$ cat src/rtl/pin_port_pkg.sv
package pin_port_pkg;
  // Strobes from the register decode to the datapath
  typedef struct packed {
    logic wrData;
    logic wrDir;
    logic rdData;
    logic rdDir;
  } regStrobe_t;
endpackage

$ cat src/rtl/pin_port_ctrl.sv
module pin_port_ctrl
  import pin_port_pkg::*;
#(
  parameter int ADDR_W   = 4,
  parameter int DATA_OFS = 3,
  parameter int DIR_OFS  = 7
) (
  input  logic              clk,
  input  logic              rstN,
  input  logic [ADDR_W-1:0] busAddr,
  input  logic              busWe,
  output regStrobe_t        strobe
);
  localparam logic [ADDR_W-1:0] DataAddr = ADDR_W'(DATA_OFS);
  localparam logic [ADDR_W-1:0] DirAddr  = ADDR_W'(DIR_OFS);

  logic hitData;
  logic hitDir;

  always_comb begin
    hitData       = (busAddr == DataAddr);
    hitDir        = (busAddr == DirAddr);
    strobe.wrData = busWe & hitData;
    strobe.wrDir  = busWe & hitDir;
    strobe.rdData = hitData;
    strobe.rdDir  = hitDir;
  end

  AST_ONE_WRITE_TARGET: assert property (@(posedge clk) disable iff (!rstN)
    $onehot0({strobe.wrData, strobe.wrDir}));
endmodule

$ cat src/rtl/pin_port_datapath.sv
module pin_port_datapath
  import pin_port_pkg::*;
#(
  parameter int DATA_W      = 8,
  parameter int SYNC_STAGES = 2,
  parameter int MISO_BIT    = 1,
  parameter int SS_BIT      = 0
) (
  input  logic              clk,
  input  logic              rstN,
  input  regStrobe_t        strobe,
  input  logic [DATA_W-1:0] busWdata,
  output logic [DATA_W-1:0] busRdata,
  input  logic              spiEnable,
  input  logic              spiMaster,
  input  logic              misoDrive,
  input  logic              misoDriveEn,
  input  logic [DATA_W-1:0] padIn,
  output logic [DATA_W-1:0] padOut,
  output logic [DATA_W-1:0] padOe,
  output logic              spiSsIn,
  output logic              spiMisoIn
);
  logic [DATA_W-1:0] dataReg;
  logic [DATA_W-1:0] dirReg;
  logic [DATA_W-1:0] syncStage [SYNC_STAGES];
  logic [DATA_W-1:0] pinLevel;
  logic              misoOwned;
  logic              ssOwned;

  // Register file
  always_ff @(posedge clk or negedge rstN) begin
    if (!rstN) begin
      dataReg <= '0;
      dirReg  <= '0;
    end else begin
      if (strobe.wrData) dataReg <= busWdata;
      if (strobe.wrDir)  dirReg  <= busWdata;
    end
  end

  // Pad input synchronizer
  always_ff @(posedge clk or negedge rstN) begin
    if (!rstN) syncStage[0] <= '0;
    else       syncStage[0] <= padIn;
  end

  for (genvar s = 1; s < SYNC_STAGES; s++) begin : g_sync
    always_ff @(posedge clk or negedge rstN) begin
      if (!rstN) syncStage[s] <= '0;
      else       syncStage[s] <= syncStage[s-1];
    end
  end

  assign pinLevel  = syncStage[SYNC_STAGES-1];
  assign spiSsIn   = pinLevel[SS_BIT];
  assign spiMisoIn = pinLevel[MISO_BIT];

  // Pin ownership
  assign misoOwned = spiEnable;
  assign ssOwned   = spiEnable & ~spiMaster;

  for (genvar i = 0; i < DATA_W; i++) begin : g_pad
    if (i == MISO_BIT) begin : g_miso
      assign padOe[i]  = misoOwned ? misoDriveEn : dirReg[i];
      assign padOut[i] = misoOwned ? misoDrive   : dataReg[i];
    end else if (i == SS_BIT) begin : g_ss
      assign padOe[i]  = ssOwned ? 1'b0 : dirReg[i];
      assign padOut[i] = dataReg[i];
    end else begin : g_plain
      assign padOe[i]  = dirReg[i];
      assign padOut[i] = dataReg[i];
    end
  end

  // Read-back: direction selects latch or pin on every bit
  always_comb begin
    if (strobe.rdData)     busRdata = (dataReg & dirReg) | (pinLevel & ~dirReg);
    else if (strobe.rdDir) busRdata = dirReg;
    else                   busRdata = '0;
  end

  AST_SS_HELD_INPUT: assert property (@(posedge clk) disable iff (!rstN)
    (spiEnable && !spiMaster) |-> !padOe[SS_BIT]);
  AST_MISO_FROM_SPI: assert property (@(posedge clk) disable iff (!rstN)
    spiEnable |-> (padOe[MISO_BIT] == misoDriveEn && padOut[MISO_BIT] == misoDrive));
  AST_LATCH_KEEPS_DIR: assert property (@(posedge clk) disable iff (!rstN)
    (strobe.wrData && !strobe.wrDir) |=> $stable(dirReg));
  AST_UNMAPPED_QUIET: assert property (@(posedge clk) disable iff (!rstN)
    (!strobe.wrData && !strobe.wrDir) |=> ($stable(dirReg) && $stable(dataReg)));
  AST_UNMAPPED_ZERO: assert property (@(posedge clk) disable iff (!rstN)
    (!strobe.rdData && !strobe.rdDir) |-> (busRdata == '0));
endmodule

$ cat src/rtl/pin_port.sv
module pin_port
  import pin_port_pkg::*;
#(
  parameter int DATA_W      = 8,
  parameter int ADDR_W      = 4,
  parameter int DATA_OFS    = 3,
  parameter int DIR_OFS     = 7,
  parameter int SYNC_STAGES = 2,
  parameter int MISO_BIT    = 1,
  parameter int SS_BIT      = 0
) (
  input  logic              clk,
  input  logic              rstN,
  input  logic [ADDR_W-1:0] busAddr,
  input  logic              busWe,
  input  logic [DATA_W-1:0] busWdata,
  output logic [DATA_W-1:0] busRdata,
  input  logic              spiEnable,
  input  logic              spiMaster,
  input  logic              misoDrive,
  input  logic              misoDriveEn,
  input  logic [DATA_W-1:0] padIn,
  output logic [DATA_W-1:0] padOut,
  output logic [DATA_W-1:0] padOe,
  output logic              spiSsIn,
  output logic              spiMisoIn
);
  regStrobe_t strobe;

  pin_port_ctrl #(
    .ADDR_W(ADDR_W), .DATA_OFS(DATA_OFS), .DIR_OFS(DIR_OFS)
  ) ctrl_i (
    .clk(clk), .rstN(rstN), .busAddr(busAddr), .busWe(busWe), .strobe(strobe)
  );

  pin_port_datapath #(
    .DATA_W(DATA_W), .SYNC_STAGES(SYNC_STAGES),
    .MISO_BIT(MISO_BIT), .SS_BIT(SS_BIT)
  ) dp_i (
    .clk(clk), .rstN(rstN), .strobe(strobe), .busWdata(busWdata),
    .busRdata(busRdata), .spiEnable(spiEnable), .spiMaster(spiMaster),
    .misoDrive(misoDrive), .misoDriveEn(misoDriveEn), .padIn(padIn),
    .padOut(padOut), .padOe(padOe), .spiSsIn(spiSsIn), .spiMisoIn(spiMisoIn)
  );
endmodule

$ cat config.mk
export PLATFORM = sky130hd
export DESIGN_NAME = pin_port
export DESIGN_NICKNAME = d
export VERILOG_FILES = /design/src/rtl/pin_port_pkg.sv /design/src/rtl/pin_port_ctrl.sv /design/src/rtl/pin_port_datapath.sv /design/src/rtl/pin_port.sv
export SDC_FILE = /design/constraint.sdc
export NUM_CORES = 1
export LEC_CHECK = 0
export ABC_AREA = 0
export BUFFER_PORTS_ARGS = -buffer_cell sky130_fd_sc_hd__buf_2
export CORE_MARGIN = 1.5
export CORE_UTILIZATION = 35
export DETAILED_ROUTE_END_ITERATION = 6
export PLACE_DENSITY = 0.73
export SETUP_SLACK_MARGIN = 0.15
export SYNTH_ARGS = -nofsm -noshare
export SYNTH_HDL_FRONTEND = slang
export SYNTH_SLANG_ARGS = --single-unit
$ cat constraint.sdc
create_clock -name clk -period 1.2 [get_ports clk]
set_input_delay 0.24 -clock clk [delete_from_list [all_inputs] [get_ports clk]]
set_output_delay 0.24 -clock clk [all_outputs]
set_load 0.1 [all_outputs]
# [After elaboration in Yosys (flattened, before gate mapping)]
# Index checks and enable logic that the tools add are counted.
[op_classes] n_eq_ne=2 n_mux=5 bitwise_logic=8
[ops] op="8-bit AND" count=2
[ops] op="8-bit two-way mux" count=2
[ops] op="8-bit NOT" count=1
[ops] op="8-bit bitwise OR" count=1
[ops] op="4-bit by 2-bit == test with 1-bit output (second input constant)" count=1
[ops] op="4-bit by 3-bit == test with 1-bit output (second input constant)" count=1
[ops] op="1-bit AND" count=3
[ops] op="1-bit two-way mux" count=3
[ops] op="1-bit NOT" count=1
[word_totals] ff_bits=32 in_bits=27 out_inout_bits=26 elab_cells=19

# [Longest topological paths before layout]
# Gate-level depths: netlist of run 1.
[depth] depth_word=4 ltp_mapped=4 mapped_depth_nobuf=3

# [Modules after synthesis]
# From an unflattened synthesis of run 1, not the netlist that was laid out.
[hier_totals] cells_unflattened=95 hier_area_um2=1368.8
[modules_own_cells] module="pin_port_datapath" n_inst=1 cells_per_inst=86 area_each_um2=1313.8 seq_area_each_um2=800.8
[modules_own_cells] module="pin_port_ctrl" n_inst=1 cells_per_inst=9 area_each_um2=55.1 seq_area_each_um2=0.0

# [Worst setup path after synthesis of run 1]
# No wires, ideal clock.
[synth_path] path_type="reg2out" from="register dp_i.syncStage, in the netlist dp_i.pinLevel[0]" to="output busRdata[0]" arrival_time_ns=2.896 slack_ns=-1.936 stages_incl_launch_ff=3 n_path_buf=0 cell_sequence="dfrtp_1 > or3b_2 > a21oi_1"
[synth_between] elab_chain_cells=3
[synth_lines] element="from (decl)" line="pin_port_datapath.sv:26" source="logic [DATA_W-1:0] syncStage [SYNC_STAGES];"
[synth_lines] element="from (signal, indexed assignment)" line="pin_port_datapath.sv:51" source="else syncStage[s] <= syncStage[s-1];"
[synth_lines] element="8-bit AND" line="pin_port_datapath.sv:78" source="if (strobe.rdData) busRdata = (dataReg & dirReg) | (pinLevel & ~dirReg);"
[synth_lines] element="8-bit bitwise OR" line="pin_port_datapath.sv:78"
[synth_lines] element="8-bit two-way mux" line="pin_port_datapath.sv:78"
[synth_lines] element="to (decl)" line="pin_port.sv:17" source="output logic [DATA_W-1:0] busRdata,"
# No other way between the ends.

# [Final worst setup path of run 1]
# Same ends and word-level chain as after synthesis.

==> results.sh, run 1 <==
export IMPL_run_status="finished with violations"
export IMPL_violations="setup timing"
export IMPL_port_buffers=52
export IMPL_setup_slack_ns=-0.460
export IMPL_tns_ns=-4.69
export IMPL_dp_cells=210
export IMPL_crit_arrival_ns=1.42
export IMPL_die_w_um=64.8
export IMPL_power_density_mw_per_mm2=1800
export IMPL_synth_area_leaders="dfrtp_1 (60%), mux2_4 (9.0%), mux2_2 (8.4%), buf_4 (7.3%), or3b_2 (4.6%)"
export IMPL_final_setup_viol_count=18
export IMPL_rsz0062_at_grt="true"
export IMPL_final_common_cell="dfrtp_1"
export IMPL_path_max_fanout=2
export IMPL_cts_buffers=5
export IMPL_worst_slew_pin_slew_ns=0.358
export IMPL_clock_sinks=32
export IMPL_timing_fmax_mhz=603
export IMPL_slowest_delay_ns=0.41
export IMPL_overflow=0
export IMPL_final_util_pct=73.0
export IMPL_pin_count=53
export IMPL_die_h_um=64.8
export IMPL_fin_crit_ns=1.66
export IMPL_core_sq_mm=0.00366
export IMPL_peakVddDrop_v=0.00123
export IMPL_antenna_found_initial=0
export IMPL_vias=1048
export IMPL_finClkSkew_ns=0.00433
export IMPL_antenna_cells=0
export IMPL_crit_family="flip-flops"
export IMPL_yosysUniqueCellTypes=17
export IMPL_start_util_pct=36.5
export IMPL_max_cap_violations=0
export IMPL_grtUsageTotal_pct=18.3
export IMPL_p_leak_nw=1.23
export IMPL_grt_max_degree=17
export IMPL_start_kind="flip-flop"
export IMPL_post_drt_wl_per_cell_um=14.8
export IMPL_finalMaxSlewViolations=0
export IMPL_fillerInstances=220
export IMPL_nNetsFinal=207
export IMPL_yosysTopAreaCell="dfrtp_1"
export IMPL_regArea_sq_um=808
export IMPL_dieArea_sq_mm=0.00420
export IMPL_drtAntennaViolNets=0
export IMPL_holdWs_ns=0.0603
export IMPL_syn_inst=96
export IMPL_fin_crit_sh_pct=138
export IMPL_core_rowCount=22
export IMPL_first_pass_iters=4
export IMPL_viasPerCell=4.60
export IMPL_yosysWarningCount=0
export IMPL_synthesis_area_sq_mm=0.00134
export IMPL_slew_headroom_pct=75.9
export IMPL_syn_to_final_growth_pct=99.7
export IMPL_wl_um=3380
export IMPL_drc=0
export IMPL_hold_viol=0
export IMPL_layout_common_cells="dfrtp_1 (30), buf_12 (28), buf_6 (25)"
export IMPL_hpwl_um=2470
export IMPL_cp_end_kind="output port"
export IMPL_cts_tree="done"
export IMPL_path_clk_slew_ns=0.06
export IMPL_clk_latency_ns=0.28
export IMPL_ys_seq_area_share_pct=59.9
export IMPL_drtIter0Drc=11
export IMPL_crit_type="flip-flop to output port"
export IMPL_synth_top_area_share_pct=59.9
export IMPL_first_global_vias=1178
export IMPL_gp_congestion=0.813
export IMPL_ys_ff_latch=32
export IMPL_hold_class="input pin to flip-flop"
export IMPL_syn_nets=123
export IMPL_h_tree_depth=2
export IMPL_fin_cells=228
export IMPL_dp_slack_ns=-0.384
export IMPL_cp_required_ns=0.96
export IMPL_grt_pass1_wl_um=5620
export IMPL_avgSynthCellArea_sq_um=13.9
export IMPL_cts_buffer_depth=2
export IMPL_cp_num_buf_inv=1
export IMPL_slowest_stage="dfrtp_4"
export IMPL_layout_drive_gt1_share_pct=76.1
export IMPL_cts_root_buf="clkbuf_8"
export IMPL_multi_input_area_sq_um=598
export IMPL_crit_chain="or3b_4, a21oi_4, buf_12"
stage by stage:
step	power [mW]	cell area, sq um
detailed placement	3.70	2330
CTS	4.76	2600
finish	4.81	2670
floorplan	2.87	1500
global placement	3.65	2330
global route	5.00	2670
worst reg2reg max path: stages (launching register included):
cell and delay [ns]:
dfrtp_1 0.39, buf_6 0.12, buf_6 0.10, buf_6 0.11
mux2_4 0.25
routing by layer:
metal	up-vias	track usage (%)	part of all wire (%)
met4	0	4.79	0.95
met1	523	19.6	35
met2	32	33.4	59
li1	490	-	-
met3	3	6.94	4.9
met5	-	0	0
what timing repair did:
| item | CTS | global route |
|---|---|---|
| endpoints found under the setup margin | 42 | 38 |
| hold buffers | 1 | 0 |
| pin swaps | 9 | 3 |
| buffers inserted | 7 | 4 |
| hold endpoints to repair | 10 | 0 |
| resized for setup | 33 | 12 |
registers in the layout, summed over array words and instances (netlist names):
name,count
dp_i.pinLevel,8
dp_i.dirReg,8
dp_i.dataReg,8
dp_i.syncStage,8
cell type report:
type                       count  area share (%)
sequential                    32            30.3
clock buffer                   7            3.61
multi-input combinational     48            22.4
timing repair buffer          92            41.4
tap                           48            2.25
inverter                       1           0.141
kinds of logic (layout without fill, tap and decap cells):
kind of cell    count (synthesis)  count (layout)  synth area share [%]
mux                            18              18                  17.4
flops                          32              32                  59.9
buf+inv                        16             100                  8.70
compound gates                 17              17                  6.55
simple gates                   13              13                  7.48
synthesized netlist by cell type, drive strengths merged:
master	instances
a21oi	8
mux2	18
nor3	1
clkbuf	1
nand3b	1
o21ai	8
nand3	1
or3b	8
a21boi	1
inv	1
buf	14
nor2	1
nand2	1
dfrtp	32
report_power, final:
| group | switching, mW | internal [mW] |
|---|---|---|
| Sequential | 0.102 | 1.24 |
| Combinational | 1.44 | 1.16 |
| Clock | 0.360 | 0.510 |
worst paths after layout:
kind	startpoint	endpoint	slack (ns)	depth (start not counted)
worst max-delay path	dp_i.pinLevel[0]	busRdata[0]	-0.46	3
worst min-delay path	padIn[7]	dp_i.syncStage[15]	0.06	1
worst max register to register	dp_i.dirReg[5]	dp_i.dirReg[5]	0.11	4
worst min register to register	dp_i.syncStage[10]	dp_i.pinLevel[2]	0.35	0
max in group asynchronous	rstN	dp_i.dataReg[4]	0.35	3
min in group asynchronous	rstN	dp_i.dirReg[1]	0.36	2
Power figures use the tool's default switching activity.
==> run 2: changes to the inputs <==
--- a/config.mk
+++ b/config.mk
@@ -10,7 +10,6 @@
 export CORE_MARGIN = 1.5
 export CORE_UTILIZATION = 35
 export DETAILED_ROUTE_END_ITERATION = 6
-export PLACE_DENSITY = 0.73
 export SETUP_SLACK_MARGIN = 0.15
 export SYNTH_ARGS = -nofsm -noshare
 export SYNTH_HDL_FRONTEND = slang
==> run 2 against run 1 <==
  * Via count is 3.0% lower
  * Critical path depth stayed put
  * The flow still finishes with violations (setup timing)
  * Clock power hardly changed
  * Sequential power hardly changed
  * Largest cell class unchanged
  * Count of clock-buffer cells in the layout stayed put
  * Non-clock buffer count is 4 lower
  * Total power is 1.4% lower
  * Sequential share of layout area is 0.70 points higher
  * Routed wire length is 7.7% lower
  * Core utilization is 1.6 points lower
==> results.sh, run 2 (synthesis gave the netlist of run 1 again) <==
export IMPL_final_setup_viol_count=18
export IMPL_switchingPower_mw=1.88
export IMPL_overflow=0
export IMPL_vias=1017
export IMPL_hpwl_um=2350
export IMPL_grtUsageTotal_pct=16.2
export IMPL_clk_latency_ns=0.27
export IMPL_gp_congestion=0.729
export IMPL_drtAntennaViolNets=0
export IMPL_start_util_pct=36.5
export IMPL_layout_common_cells="dfrtp_1 (30), buf_12 (28), buf_6 (22), buf_2 (22), mux2_4 (17)"
export IMPL_first_global_vias=1083
export IMPL_cts_buffers=5
export IMPL_die_h_um=64.8
export IMPL_cts_tree="done"
export IMPL_intPower_mw=2.86
export IMPL_path_clk_slew_ns=0.06
export IMPL_peakVddDrop_v=0.00134
export IMPL_p_leak_nw=1.20
export IMPL_drtIter0Drc=20
export IMPL_slew_headroom_pct=73.8
export IMPL_finalMaxSlewViolations=0
export IMPL_clock_sinks=32
export IMPL_core_sq_mm=0.00366
export IMPL_cts_root_buf="clkbuf_8"
export IMPL_global_route_usage_met1_pct=19.8
export IMPL_worst_slew_pin_slew_ns=0.389
export IMPL_p_seq_share_pct=28.2
export IMPL_timing_fmax_mhz=606
export IMPL_fin_crit_ns=1.65
export IMPL_grt_pass1_wl_um=5030
export IMPL_core_rowCount=22
export IMPL_rsz0062_at_grt="true"
export IMPL_post_dp_cell_area_sq_mm=0.00232
export IMPL_path_max_fanout=2
export IMPL_crit_type="flip-flop to output port"
export IMPL_cp_required_ns=0.96
export IMPL_run_status="finished with violations"
export IMPL_layout_drive_gt1_share_pct=75.6
export IMPL_clkPwrFrac_pct=18.3
export IMPL_dieArea_sq_mm=0.00420
export IMPL_combPwrFrac_pct=53.6
export IMPL_crit_arrival_ns=1.41
export IMPL_hold_viol=0
export IMPL_cp_end_kind="output port"
export IMPL_hold_class="input pin to flip-flop"
export IMPL_violations="setup timing"
export IMPL_final_cell_area_sq_mm=0.00261
export IMPL_syn_to_final_growth_pct=95.2
export IMPL_final_common_cell="dfrtp_1"
export IMPL_antenna_found_initial=0
export IMPL_grt_use_met3_pct=4.86
export IMPL_swShare_pct=39.7
export IMPL_top_usage_layer="met2"
export IMPL_final_util_pct=71.3
export IMPL_met2_usage_pct=27.1
export IMPL_max_cap_violations=0
export IMPL_nNetsFinal=203
export IMPL_viasPerCell=4.54
export IMPL_power_density_mw_per_mm2=1820
export IMPL_holdWs_ns=0.0668
export IMPL_die_w_um=64.8
export IMPL_cts_buffer_depth=2
export IMPL_wl_um=3120
export IMPL_h_tree_depth=2
export IMPL_first_pass_iters=4
export IMPL_port_buffers=52
export IMPL_finClkSkew_ns=0.00163
export IMPL_pin_count=53
export IMPL_grt_max_degree=18
export IMPL_post_drt_wl_per_cell_um=13.9
export IMPL_fin_crit_sh_pct=137
export IMPL_antenna_cells=0
export IMPL_setup_slack_ns=-0.449
export IMPL_start_kind="flip-flop"
export IMPL_drc=0
==> run 2: cell count changes in the layout (fill, tap and decap cells not counted) <==
cell    before  now
buf_6       25   22
buf_8        3    1
mux2_4      18   17
buf_4       13   14
mux2_2       0    1
==> run 2: final cells by class <==
cell class                 instances  area, sq um
tap                               48         60.1
inverter                           1         3.75
timing repair buffer              88         1050
sequential                        32          808
fill                             232         1050
multi-input combinational         48          594
clock buffer                       7         96.3
==> run 2: worst paths after layout <==
path	start	to	slack, ns	depth (start not counted)
min in group asynchronous	rstN	dp_i.pinLevel[1]	0.29	2
worst min register to register	dp_i.syncStage[14]	dp_i.pinLevel[6]	0.35	0
worst max register to register	dp_i.dataReg[5]	dp_i.dataReg[5]	0.19	3
worst max-delay path	dp_i.dirReg[2]	busRdata[2]	-0.45	3
worst min-delay path	padIn[5]	dp_i.syncStage[13]	0.07	1
max in group asynchronous	rstN	dp_i.pinLevel[0]	0.52	3
==> run 2: power groups by stage <==
| stage | combinational [mW] | sequential (mW) | clock, mW |
|---|---|---|---|
| 2_1_floorplan | 1.51 | 1.36 | 0 |
| 3_3_place_gp | 2.34 | 1.32 | 0 |
| 3_5_place_dp | 2.37 | 1.34 | 0 |
| 4_1_cts | 2.48 | 1.34 | 0.886 |
| 5_1_grt | 2.62 | 1.35 | 0.942 |
| 6_report | 2.54 | 1.34 | 0.866 |
==> run 2: per-layer routing <==
layer,up-vias,part of all wire (%)
met5,-,0
met4,0,1.4
met3,6,4.7
met2,28,54
met1,500,40
li1,483,-
==> run 2: critical path, cell delays in order, from the launching register on <==
cell	delay (ns)
dfrtp_1	0.39
or3b_4	0.39
a21oi_4	0.17
buf_12	0.19
==> run 2: per-stage QoR <==
stage / setup TNS, ns / instances / total power [mW] / worst slack, ns
2_1_floorplan: -5.14 / 96 / 2.87 / -0.633
3_3_place_gp: -6.16 / 209 / 3.66 / -0.368
3_5_place_dp: -6.73 / 209 / 3.70 / -0.384
4_1_cts: -4.47 / 219 / 4.70 / -0.452
5_1_grt: -5.33 / 224 / 4.91 / -0.489
6_report: -4.51 / 224 / 4.74 / -0.449
==> run 2: repair_timing <==
| item | CTS | global route |
|---|---|---|
| setup endpoints to repair | 42 | 39 |
| resized for setup | 29 | 6 |
| hold buffers | 1 | 0 |
| pin swaps | 9 | 4 |
| setup buffers | 3 | 5 |
| endpoints found under the hold margin | 32 | 0 |
==> run 3: changes to the inputs <==
--- a/config.mk
+++ b/config.mk
@@ -8,8 +8,9 @@
 export ABC_AREA = 0
 export BUFFER_PORTS_ARGS = -buffer_cell sky130_fd_sc_hd__buf_2
 export CORE_MARGIN = 1.5
-export CORE_UTILIZATION = 35
+export CORE_UTILIZATION = 42
 export DETAILED_ROUTE_END_ITERATION = 6
+export PLACE_DENSITY = 0.73
 export SETUP_SLACK_MARGIN = 0.15
 export SYNTH_ARGS = -nofsm -noshare
 export SYNTH_HDL_FRONTEND = slang
==> run 3 against run 2 <==
  * The flow still finishes with violations (setup timing)
  * Sequential share of layout area is 0.41 points higher
  * First-iteration DRC count shrank 50%
  * Global-route usage rose by 7.2 points
  * Final cell count shrank 1.3%
  * Flip-flop and latch count did not move
  * Total power fell by 5.2%
  * Routed wire length is 13% higher
  * Non-clock buffer count is the same
  * Highest routed layer unchanged
==> results.sh, run 3 (synthesis gave the netlist of run 1 again) <==
export IMPL_die_h_um=59.4
export IMPL_cp_num_cells=3
export IMPL_path_clk_slew_ns=0.09
export IMPL_final_setup_viol_count=26
export IMPL_first_pass_iters=3
export IMPL_drtAntennaViolNets=0
export IMPL_cp_num_buf_inv=1
export IMPL_max_cap_violations=0
export IMPL_post_drt_wl_per_cell_um=16.0
export IMPL_cts_tree="done"
export IMPL_p_seq_share_pct=29.9
export IMPL_rsz0062_at_grt="true"
export IMPL_violations="setup timing"
export IMPL_path_max_fanout=2
export IMPL_fin_crit_ns=1.74
export IMPL_wl_um=3540
export IMPL_worstHoldStart="busWdata[0]"
export IMPL_clock_sinks=32
export IMPL_layout_common_cells="dfrtp_1 (30), buf_12 (29), buf_2 (25)"
export IMPL_final_common_cell="dfrtp_1"
export IMPL_intPower_mw=2.59
export IMPL_holdPathStages=2
export IMPL_p_leak_nw=1.18
export IMPL_vias=1051
export IMPL_slowest_delay_ns=0.42
export IMPL_drtIter0Drc=10
export IMPL_syn_to_final_growth_pct=92.7
export IMPL_slew_headroom_pct=71.3
export IMPL_slowest_stage="dfrtp_4"
export IMPL_crit_family="flip-flops"
export IMPL_start_util_pct=44.2
export IMPL_core_sq_mm=0.00303
export IMPL_cp_required_ns=0.96
export IMPL_r2r_cells=3
export IMPL_finalMaxSlewViolations=0
export IMPL_cts_buffers=5
export IMPL_final_cell_area_sq_mm=0.00258
export IMPL_final_util_pct=85.1
export IMPL_switchingPower_mw=1.91
export IMPL_fin_cells=221
export IMPL_setup_slack_ns=-0.536
export IMPL_timing_rr_end="dp_i.dataReg[7]"
export IMPL_overflow=0
export IMPL_multi_input_area_sq_um=594
export IMPL_start_kind="flip-flop"
export IMPL_crit_chain="or3b_4, a21oi_4, buf_12"
export IMPL_viasPerCell=4.76
export IMPL_fillerInstances=148
export IMPL_finClkSkew_ns=0.00250
export IMPL_h_tree_depth=2
export IMPL_clkPwrFrac_pct=14.2
export IMPL_power_mw=4.50
export IMPL_cts_buffer_depth=2
export IMPL_layout_drive_gt1_share_pct=71.2
export IMPL_hold_class="input pin to flip-flop"
export IMPL_timing_fmax_mhz=576
export IMPL_cts_root_buf="clkbuf_4"
export IMPL_die_w_um=59.4
export IMPL_clk_latency_ns=0.34
export IMPL_swShare_pct=42.4
export IMPL_grt_max_degree=19
export IMPL_crit_arrival_ns=1.50
export IMPL_pin_count=53
export IMPL_hpwl_um=2510
export IMPL_ff2ff_setup_slack_ns=0.15
export IMPL_core_rowCount=20
export IMPL_reg2reg_from="dp_i.dataReg[7]"
export IMPL_run_status="finished with violations"
export IMPL_combPwrFrac_pct=55.9
export IMPL_port_buffers=52
export IMPL_nNetsFinal=203
export IMPL_cp_end_kind="output port"
export IMPL_worst_slew_pin_slew_ns=0.427
export IMPL_min_to="dp_i.dirReg[0]"
export IMPL_crit_type="flip-flop to output port"
export IMPL_dp_cells=202
export IMPL_post_dp_cell_area_sq_mm=0.00232
export IMPL_grt_pass1_wl_um=5740
export IMPL_antenna_found_initial=0
export IMPL_dieArea_sq_mm=0.00353
export IMPL_drc=0
export IMPL_fin_crit_sh_pct=145
export IMPL_hold_viol=0
export IMPL_regArea_sq_um=808
export IMPL_power_density_mw_per_mm2=1740
export IMPL_grtUsageTotal_pct=23.4
export IMPL_gp_congestion=0.707
export IMPL_antenna_cells=0
export IMPL_first_global_vias=1223
export IMPL_peakVddDrop_v=0.00113
-- run 3: area by class of cell --
class | instances | share of cell area [%]
well taps | 44 | 2.14
repair buffers | 88 | 40.9
clock buffers | 6 | 1.99
inverters | 1 | 0.146
clock inverters | 2 | 0.388
multi-input cells | 48 | 23.1
flip-flops and latches | 32 | 31.4
-- run 3: worst max path at each step --
stage                                start  slack [ns]     endpoint
after floorplan           dp_i.pinLevel[0]       -0.63  busRdata[0]
final                     dp_i.pinLevel[0]       -0.54  busRdata[0]
after CTS                 dp_i.pinLevel[0]       -0.54  busRdata[0]
after global placement          busAddr[2]       -0.39  busRdata[5]
after detailed placement        busAddr[2]       -0.41  busRdata[2]
after global routing        dp_i.dirReg[7]       -0.61  busRdata[7]
-- run 3: repair_timing --
| action | 4_1_cts | 5_1_grt |
|---|---|---|
| endpoints found under the hold margin | 20 | 2 |
| buffers inserted | 1 | 1 |
| resized for setup | 22 | 4 |
| pin swaps | 5 | 0 |
| hold buffers | 7 | 2 |
| endpoints found under the setup margin | 34 | 28 |
-- run 3: worst register-to-register path: stages (launching register included) --
cell and delay (ns):
dfrtp_1 0.42, buf_6 0.14, buf_4 0.13, mux2_4 0.26
-- run 3: layer usage --
layer  GRT usage (%)  vias to the layer above  wire [um]  part of all wire [%]
li1                -                      481          -                     -
met2            42.9                       44       2010                    57
met1            23.4                      513       1200                    34
met4            9.74                        0        112                   3.2
met5               0                        -          0                     0
met3            8.52                       13        217                   6.1
-- run 3: power by group through the flow --
stage	clock (mW)	combinational, mW	sequential, mW
6_report	0.639	2.51	1.34
2_1_floorplan	0	1.51	1.36
3_3_place_gp	0	2.34	1.32
3_5_place_dp	0	2.38	1.33
5_1_grt	0.732	2.59	1.36
4_1_cts	0.658	2.50	1.33
-- run 3: through the flow --
step	TNS (ns)	worst slack, ns	hold slack (ns)
2_1_floorplan	-5.14	-0.633	-0.0556
3_3_place_gp	-6.07	-0.389	0.165
3_5_place_dp	-6.54	-0.414	0.171
4_1_cts	-6.31	-0.538	0.00380
5_1_grt	-7.55	-0.610	0.122
6_report	-6.03	-0.536	0.149
